## src/rtl/sobel_pkg.sv

```systemverilog
package sobel_pkg;

    localparam int PIX_W  = 8;
    localparam int NTAP   = 9;
    localparam int WIN_W  = PIX_W * NTAP;
    localparam int IDX_W  = 12;
    localparam int SUM_W  = PIX_W + 2;   // weighted triple, up to 4*255
    localparam int MAG_W  = PIX_W + 3;   // two absolute differences, up to 2040
    localparam int NARM   = 4;           // top, bottom, right, left

    typedef logic [PIX_W-1:0] pix_t;
    typedef logic [SUM_W-1:0] sum_t;
    typedef logic [MAG_W-1:0] mag_t;
    typedef logic [IDX_W-1:0] idx_t;

    localparam pix_t PIX_ON  = '1;
    localparam pix_t PIX_OFF = '0;

    // Sideband carried alongside the arithmetic
    typedef struct packed {
        logic valid;
        logic border;
        idx_t row;
        idx_t col;
        mag_t thr;
    } tag_t;

    typedef struct packed {
        tag_t            tag;
        sum_t [NARM-1:0] arm;
    } arms_t;

    typedef struct packed {
        tag_t tag;
        mag_t mag;
    } grad_t;

    typedef struct packed {
        logic valid;
        logic hit;
        pix_t pix;
        idx_t row;
        idx_t col;
    } result_t;

    function automatic sum_t weighted3(pix_t a, pix_t m, pix_t b);
        return {2'b00, a} + {1'b0, m, 1'b0} + {2'b00, b};
    endfunction

    // |p - q| on unsigned sums; never needs a signed intermediate
    function automatic mag_t absdiff(sum_t p, sum_t q);
        sum_t d;
        d = (p >= q) ? (p - q) : (q - p);
        return {{(MAG_W-SUM_W){1'b0}}, d};
    endfunction

endpackage

```

## src/rtl/sobel_arms.sv

```systemverilog
module sobel_arms
    import sobel_pkg::*;
#(
    parameter int BORDER_LIM = 2
) (
    input  logic             clk,
    input  logic             rst,
    input  logic             in_valid,
    input  logic [WIN_W-1:0] in_win,
    input  idx_t             in_row,
    input  idx_t             in_col,
    input  mag_t             in_thresh,
    output arms_t            arms_q
);

    // Tap triples (outer, middle, outer) for each weighted arm
    localparam int TAP_SEL [NARM][3] = '{
        '{0, 1, 2},   // top row
        '{6, 7, 8},   // bottom row
        '{2, 5, 8},   // right column
        '{0, 3, 6}    // left column
    };

    arms_t arms_d;

    for (genvar k = 0; k < NARM; k++) begin : g_arm
        assign arms_d.arm[k] = weighted3(in_win[TAP_SEL[k][0]*PIX_W +: PIX_W],
                                         in_win[TAP_SEL[k][1]*PIX_W +: PIX_W],
                                         in_win[TAP_SEL[k][2]*PIX_W +: PIX_W]);
    end

    assign arms_d.tag.valid  = in_valid;
    assign arms_d.tag.border = (in_row < idx_t'(BORDER_LIM)) || (in_col < idx_t'(BORDER_LIM));
    assign arms_d.tag.row    = in_row;
    assign arms_d.tag.col    = in_col;
    assign arms_d.tag.thr    = in_thresh;

    always_ff @(posedge clk) begin
        arms_q <= arms_d;
        if (rst) arms_q.tag.valid <= 1'b0;
    end

endmodule

```

## src/rtl/sobel_mag.sv

```systemverilog
module sobel_mag
    import sobel_pkg::*;
(
    input  logic  clk,
    input  logic  rst,
    input  arms_t arms_q,
    output grad_t grad_q
);

    grad_t grad_d;

    // arm[0]-arm[1] is Gx, arm[2]-arm[3] is Gy
    assign grad_d.tag = arms_q.tag;
    assign grad_d.mag = absdiff(arms_q.arm[0], arms_q.arm[1])
                      + absdiff(arms_q.arm[2], arms_q.arm[3]);

    always_ff @(posedge clk) begin
        grad_q <= grad_d;
        if (rst) grad_q.tag.valid <= 1'b0;
    end

endmodule

```

## src/rtl/sobel_decide.sv

```systemverilog
module sobel_decide
    import sobel_pkg::*;
(
    input  logic    clk,
    input  logic    rst,
    input  grad_t   grad_q,
    output result_t res_q
);

    result_t res_d;

    assign res_d.valid = grad_q.tag.valid;
    assign res_d.hit   = !grad_q.tag.border && (grad_q.mag > grad_q.tag.thr);
    assign res_d.pix   = res_d.hit ? PIX_ON : PIX_OFF;
    assign res_d.row   = grad_q.tag.row;
    assign res_d.col   = grad_q.tag.col;

    always_ff @(posedge clk) begin
        res_q <= res_d;
        if (rst) res_q.valid <= 1'b0;
    end

endmodule

```

## src/rtl/sobel_edge_unit.sv

```systemverilog
module sobel_edge_unit
    import sobel_pkg::*;
#(
    parameter int BORDER_LIM = 2
) (
    input  logic             clk,
    input  logic             rst,
    input  logic             in_valid,
    input  logic [WIN_W-1:0] in_win,
    input  logic [IDX_W-1:0] in_row,
    input  logic [IDX_W-1:0] in_col,
    input  logic [MAG_W-1:0] in_thresh,
    output logic             out_valid,
    output logic             out_edge,
    output logic [PIX_W-1:0] out_pix,
    output logic [IDX_W-1:0] out_row,
    output logic [IDX_W-1:0] out_col
);

    arms_t   s1_q;
    grad_t   s2_q;
    result_t s3_q;

    sobel_arms #(.BORDER_LIM(BORDER_LIM)) u_arms (
        .clk       (clk),
        .rst       (rst),
        .in_valid  (in_valid),
        .in_win    (in_win),
        .in_row    (in_row),
        .in_col    (in_col),
        .in_thresh (in_thresh),
        .arms_q    (s1_q)
    );

    sobel_mag u_mag (
        .clk    (clk),
        .rst    (rst),
        .arms_q (s1_q),
        .grad_q (s2_q)
    );

    sobel_decide u_decide (
        .clk    (clk),
        .rst    (rst),
        .grad_q (s2_q),
        .res_q  (s3_q)
    );

    assign out_valid = s3_q.valid;
    assign out_edge  = s3_q.hit;
    assign out_pix   = s3_q.pix;
    assign out_row   = s3_q.row;
    assign out_col   = s3_q.col;

endmodule

```

## config.mk

```make
export PLATFORM = sky130hd
export DESIGN_NAME = sobel_edge_unit
export DESIGN_NICKNAME = d
export VERILOG_FILES = /design/src/rtl/sobel_pkg.sv /design/src/rtl/sobel_arms.sv /design/src/rtl/sobel_mag.sv /design/src/rtl/sobel_decide.sv /design/src/rtl/sobel_edge_unit.sv
export SDC_FILE = /design/constraint.sdc
export NUM_CORES = 1
export LEC_CHECK = 0
export BUFFER_PORTS_ARGS = -buffer_cell sky130_fd_sc_hd__buf_2
export CAP_MARGIN = 15
export CORE_ASPECT_RATIO = 1.5
export CORE_UTILIZATION = 50
export CTS_BUF_LIST = sky130_fd_sc_hd__clkbuf_8
export CTS_CLUSTER_DIAMETER = 200
export DETAILED_ROUTE_END_ITERATION = 6
export PLACE_DENSITY = 0.73
export SETUP_SLACK_MARGIN = 0.15
export SLEW_MARGIN = 20
export SYNTH_ARGS = -nofsm -noshare
export SYNTH_HDL_FRONTEND = slang
export SYNTH_SLANG_ARGS = --single-unit
```

## constraint.sdc

```tcl
create_clock -name clk -period 4.65 [get_ports clk]
set_input_delay 0.465 -clock clk [delete_from_list [all_inputs] [get_ports clk]]
set_output_delay 0.465 -clock clk [all_outputs]
set_load 0.02 [all_outputs]
```

-- After elaboration in Yosys (flattened, before gate mapping)
Index checks and enable logic that the tools add are counted.
- $lt $le $gt $ge: 5
- $add $sub $neg: 13
- multiplexer cells: 3
- reductions and logical operators: 3
- operators by type and width (kind ; count):
    adder 10 x 8 -> 10 bit ; 4
    adder 8 x 9 -> 10 bit ; 4
    subtractor 10 bit ; 4
    < comparator 12 x 2 -> 1 bit, second input constant ; 2
    >= comparator 10 bit ; 2
    2-to-1 mux 10 bit ; 2
    adder 10 x 10 -> 11 bit ; 1
    > comparator 11 bit ; 1
    2-to-1 mux 8 bit ; 1
    logical AND 1 bit ; 1
    zero test 1 bit ; 1
    logical OR 1 bit ; 1
- logic and storage cells: 44
- output and inout port bits: 34
- register bits: 159
- input bits: 110

-- Logic depth before layout (Yosys ltp)
- word-level depth: 3
- depth in mapped cells: 18
- mapped depth without buffers: 17

-- Hierarchy
Synthesis repeated with hierarchy kept, for this count alone.
- cell total of the unflattened synthesis: 694
- area total of the unflattened synthesis: 7529.7 sq um
- modules (own cells, without submodules) (module ; seq. area each (sq um) ; times used ; area each (sq um) ; cells an instance):
    sobel_arms ; 1541.5 ; 1 ; 3537.1 ; 290
    sobel_mag ; 960.9 ; 1 ; 3133.0 ; 331
    sobel_decide ; 520.5 ; 1 ; 859.6 ; 73

-- Worst setup path after synthesis
No wires, ideal clock.
- path type: flip-flop to flip-flop
- start point: reg u_arms.arms_q[20] (netlist name)
- end point: reg u_mag.grad_q[9] (netlist name)
- required time: 4.555 ns
- slack: 0.921 ns
- arrival: 3.634 ns
- buffers on the path: 0
- cell stages (with the launch flop): 17
- period minus slack after synthesis: 3.729 ns
- library setup time: 0.095 ns
- cells stage by stage: dfxtp_1 -> inv_1 -> ha_1 -> inv_1 -> fa_1 -> a21o_1 -> a221oi_4 -> o2111ai_4 -> nand2_4 -> mux2_2 -> ha_1 -> a21oi_1 -> nor2b_1 -> o31a_1 -> or4_1 -> a2111o_1 -> o311ai_1

==> results.yml <==
synthesis:
  synth_cell_types: 55
  synth_top_family_by_area: "adder cells"
  synth_compound_area_frac: 0.112
  synth_flop_cell: "dfxtp_1"
  yosys.area_share.simple: 0.0813
  synth_top_area_cell: "dfxtp_1"
  ys_seq_area_frac: 0.406
  synth_mux_area_frac: 0.0254
  synthesis.area_mm2: 0.00745
  synthArstFlopShare: 0
  synthCells: 696
  synth_xor_area_frac: 0.0551
  ys_ff_latch: 151
  synth_common_cells: "dfxtp_1, ha_1, inv_1, nor2_1, fa_1"
  avgSynthCellArea_um2: 10.7
  synth_top_cells_by_area: "dfxtp_1, ha_1, fa_1"
  synth-adder-area-share: 0.259
  synthesis.nets: 938
  yosysTopAreaCellShare: 0.406
  synth_most_common_cell: "dfxtp_1"
  synth_warnings: 0
  synth_edf_count: 0
setup_path:
  setup.worst_path.class: "flip-flop to flip-flop"
  rr_worst_depth: 17
  rr_endpoint: "u_mag.grad_q[9]"
  worst_ep_required_time_ns: 5.00
  startpoint_type: "flip-flop"
  arrival_ns: 4.46
  timing.rr.start: "u_arms.arms_q[0]"
  end_kind: "flip-flop"
  crit_fanout: 9
  rrSetupSlack_ns: 0.54
global_routing:
  grtUsageMet2: 0.388
  grt_util_all_layers: 0.199
  grt_max_degree: 17
  grt_use_met1: 0.188
  grt_pass1_wl_um: 22700
  antenna_found_initial: 1
  grt_pass1_vias: 4975
  grt_util_met3: 0.0445
  grt-busiest-layer: "met2"
  grt_overflow: 0
layout:
  finalNonFillerCells: 1042
  syn_to_final_growth_pct: 15.5
  finalCoreUtilization: 0.592
  num-nets-final: 1074
  drive_gt1_frac: 0.214
  fillers: 1233
sta:
  report.final.setup_viol: 0
  final_max_slew_viol_count: 0
  max_slew_margin: 0.730
  finalCriticalPeriod_ns: 4.11
  finalHoldViolCount: 0
  layout_setup_ws_ns: 0.537
  rsz0062_at_grt: "false"
  tightest_slew_ns: 0.400
  post-route-period-util: 0.885
  fin_skew_ns: 0.0220
  fmax_ghz: 0.243
  setup_tns_ns: 0
route:
  antenna_left: 0
  wl_um: 14600
  viasPerCell: 4.99
  wl_per_cell_um: 14.0
  drtIter0Drc: 193
  drc: 0
  drtPass1Iterations: 4
  route.vias.total: 5204
cts:
  cts_sinks: 151
  cts_buffer_depth: 2
  htreeDepth: 4
  insertion_delay_ns: 0.46
  cts_buffers: 17
  clk_pin_slew_ns: 0.10
  cts_setup_buffers: 0
  cts_root_buf: "clkbuf_8"
  cts_tree: "done"
  cts_hold_buf: 0
  ctsResizeCount: 0
worst_hold_path:
  hold_path_class: "primary input to flip-flop"
  hold_depth: 1
  min_to: "u_arms.arms_q[49]"
  min_from: "in_thresh[9]"
place:
  place_ws_ns: 0.636
  dp.cells: 1009
  hpwl_um: 12100
  gp_congestion: 0.921
  portBuffers: 135
power_and_ir_drop:
  irDropWorstVdd_mv: 0.435
  power_leakage_nw: 4.18
  fin_total_pwr_mw: 7.36
  power_density_mw_per_mm2: 856
run_status:
  status: "finished clean"
die:
  start_util: 0.513
  rows: 54
  core_area_mm2: 0.0145
  ios: 144
  die_y_um: 151
  die_w_um: 102
  die-area_mm2: 0.0154
job:
  maxCapViolCount: 0
==> state kept, by name (all words and copies together), names as in the netlist <==
signal,cells
u_mag.grad_q,48
u_decide.res_q,26
u_arms.arms_q,77
==> power breakdown <==
group | leakage, nW | internal (mW) | total [mW] | switching, mW
combinational | 2.73 | 2.19 | 4.75 | 2.56
sequential | 1.27 | 1.59 | 1.69 | 0.102
clock | 0.182 | 0.389 | 0.921 | 0.533
==> metal layers <==
layer	wire, um	vias up	part of all wire
met2	7910	183	0.54
li1	-	2615	-
met4	573	0	0.039
met3	743	37	0.051
met5	0	-	0
met1	5400	2369	0.37
==> layout make-up <==
class,instances,area (um^2),share of cell area
inverter,83,312,0.0362
timing repair buffer,136,683,0.0794
antenna,1,2.50,0.000291
clock inverter,15,135,0.0157
clock buffer,17,234,0.0272
sequential,151,3020,0.351
multi-input combinational,443,3970,0.461
tap,196,245,0.0285
==> worst max path at each step <==
stage / slack (ns) / startpoint / end
2_1_floorplan: 0.92 / u_arms.arms_q[20] / u_mag.grad_q[9]
3_3_place_gp: 0.69 / u_arms.arms_q[0] / u_mag.grad_q[9]
3_5_place_dp: 0.64 / u_arms.arms_q[0] / u_mag.grad_q[9]
4_1_cts: 0.60 / u_arms.arms_q[0] / u_mag.grad_q[9]
5_1_grt: 0.34 / u_arms.arms_q[20] / u_mag.grad_q[9]
6_report: 0.54 / u_arms.arms_q[0] / u_mag.grad_q[9]
==> critical path, stage by stage, from the launching register on <==
cell and delay (ns):
dfxtp_1 0.32, inv_1 0.05, ha_1 0.20, inv_1 0.07, fa_1 0.38, a21oi_1 0.22, o2bb2ai_1 0.15, nor4_1 0.26
nor3_1 0.10, buf_4 0.19, mux2_2 0.32, ha_1 0.30, a21oi_1 0.20, nor2b_1 0.09, o31a_1 0.25, or4_1 0.44
a2111o_1 0.38, o311ai_1 0.08
==> cell usage in the layout (no fill, tap or decap), types with 2 or more instances in the layout <==
master	instances
xnor2_1	36
clkinv_4	2
o41ai_1	5
dfxtp_1	151
inv_1	83
buf_2	135
o21ai_0	27
ha_1	95
a21o_1	19
a21boi_0	2
o31a_1	3
nor3_1	18
mux2i_1	14
fa_1	37
nor4_1	7
mux2_2	3
nand3_1	5
a211oi_1	4
a21oi_1	35
o41a_1	2
xor2_1	9
nor2_1	38
a31oi_1	4
inv_8	2
nand2_1	25
inv_6	6
clkinvlp_4	3
clkbuf_8	17
o21bai_1	5
nor2b_1	14
o21a_1	2
nand2b_1	5
nand4_1	5
o2111a_1	2
==> logic make-up after synthesis <==
logic type / Yosys count
adders and majority gates: 132
AOI/OAI and AO/OA: 122
buffers and inverters: 102
muxes: 18
and+or+nand+nor: 125
xor gates and xnor gates: 46
DFF: 151
==> metrics by stage <==
step	hold WS [ns]	area [um^2]
4_1_cts	0.0873	8600
5_1_grt	0.0849	8600
2_1_floorplan	0.310	7450
3_5_place_dp	0.312	8230
6_report	0.101	8600
3_3_place_gp	0.310	8230
(Power assumes the default switching activity.)
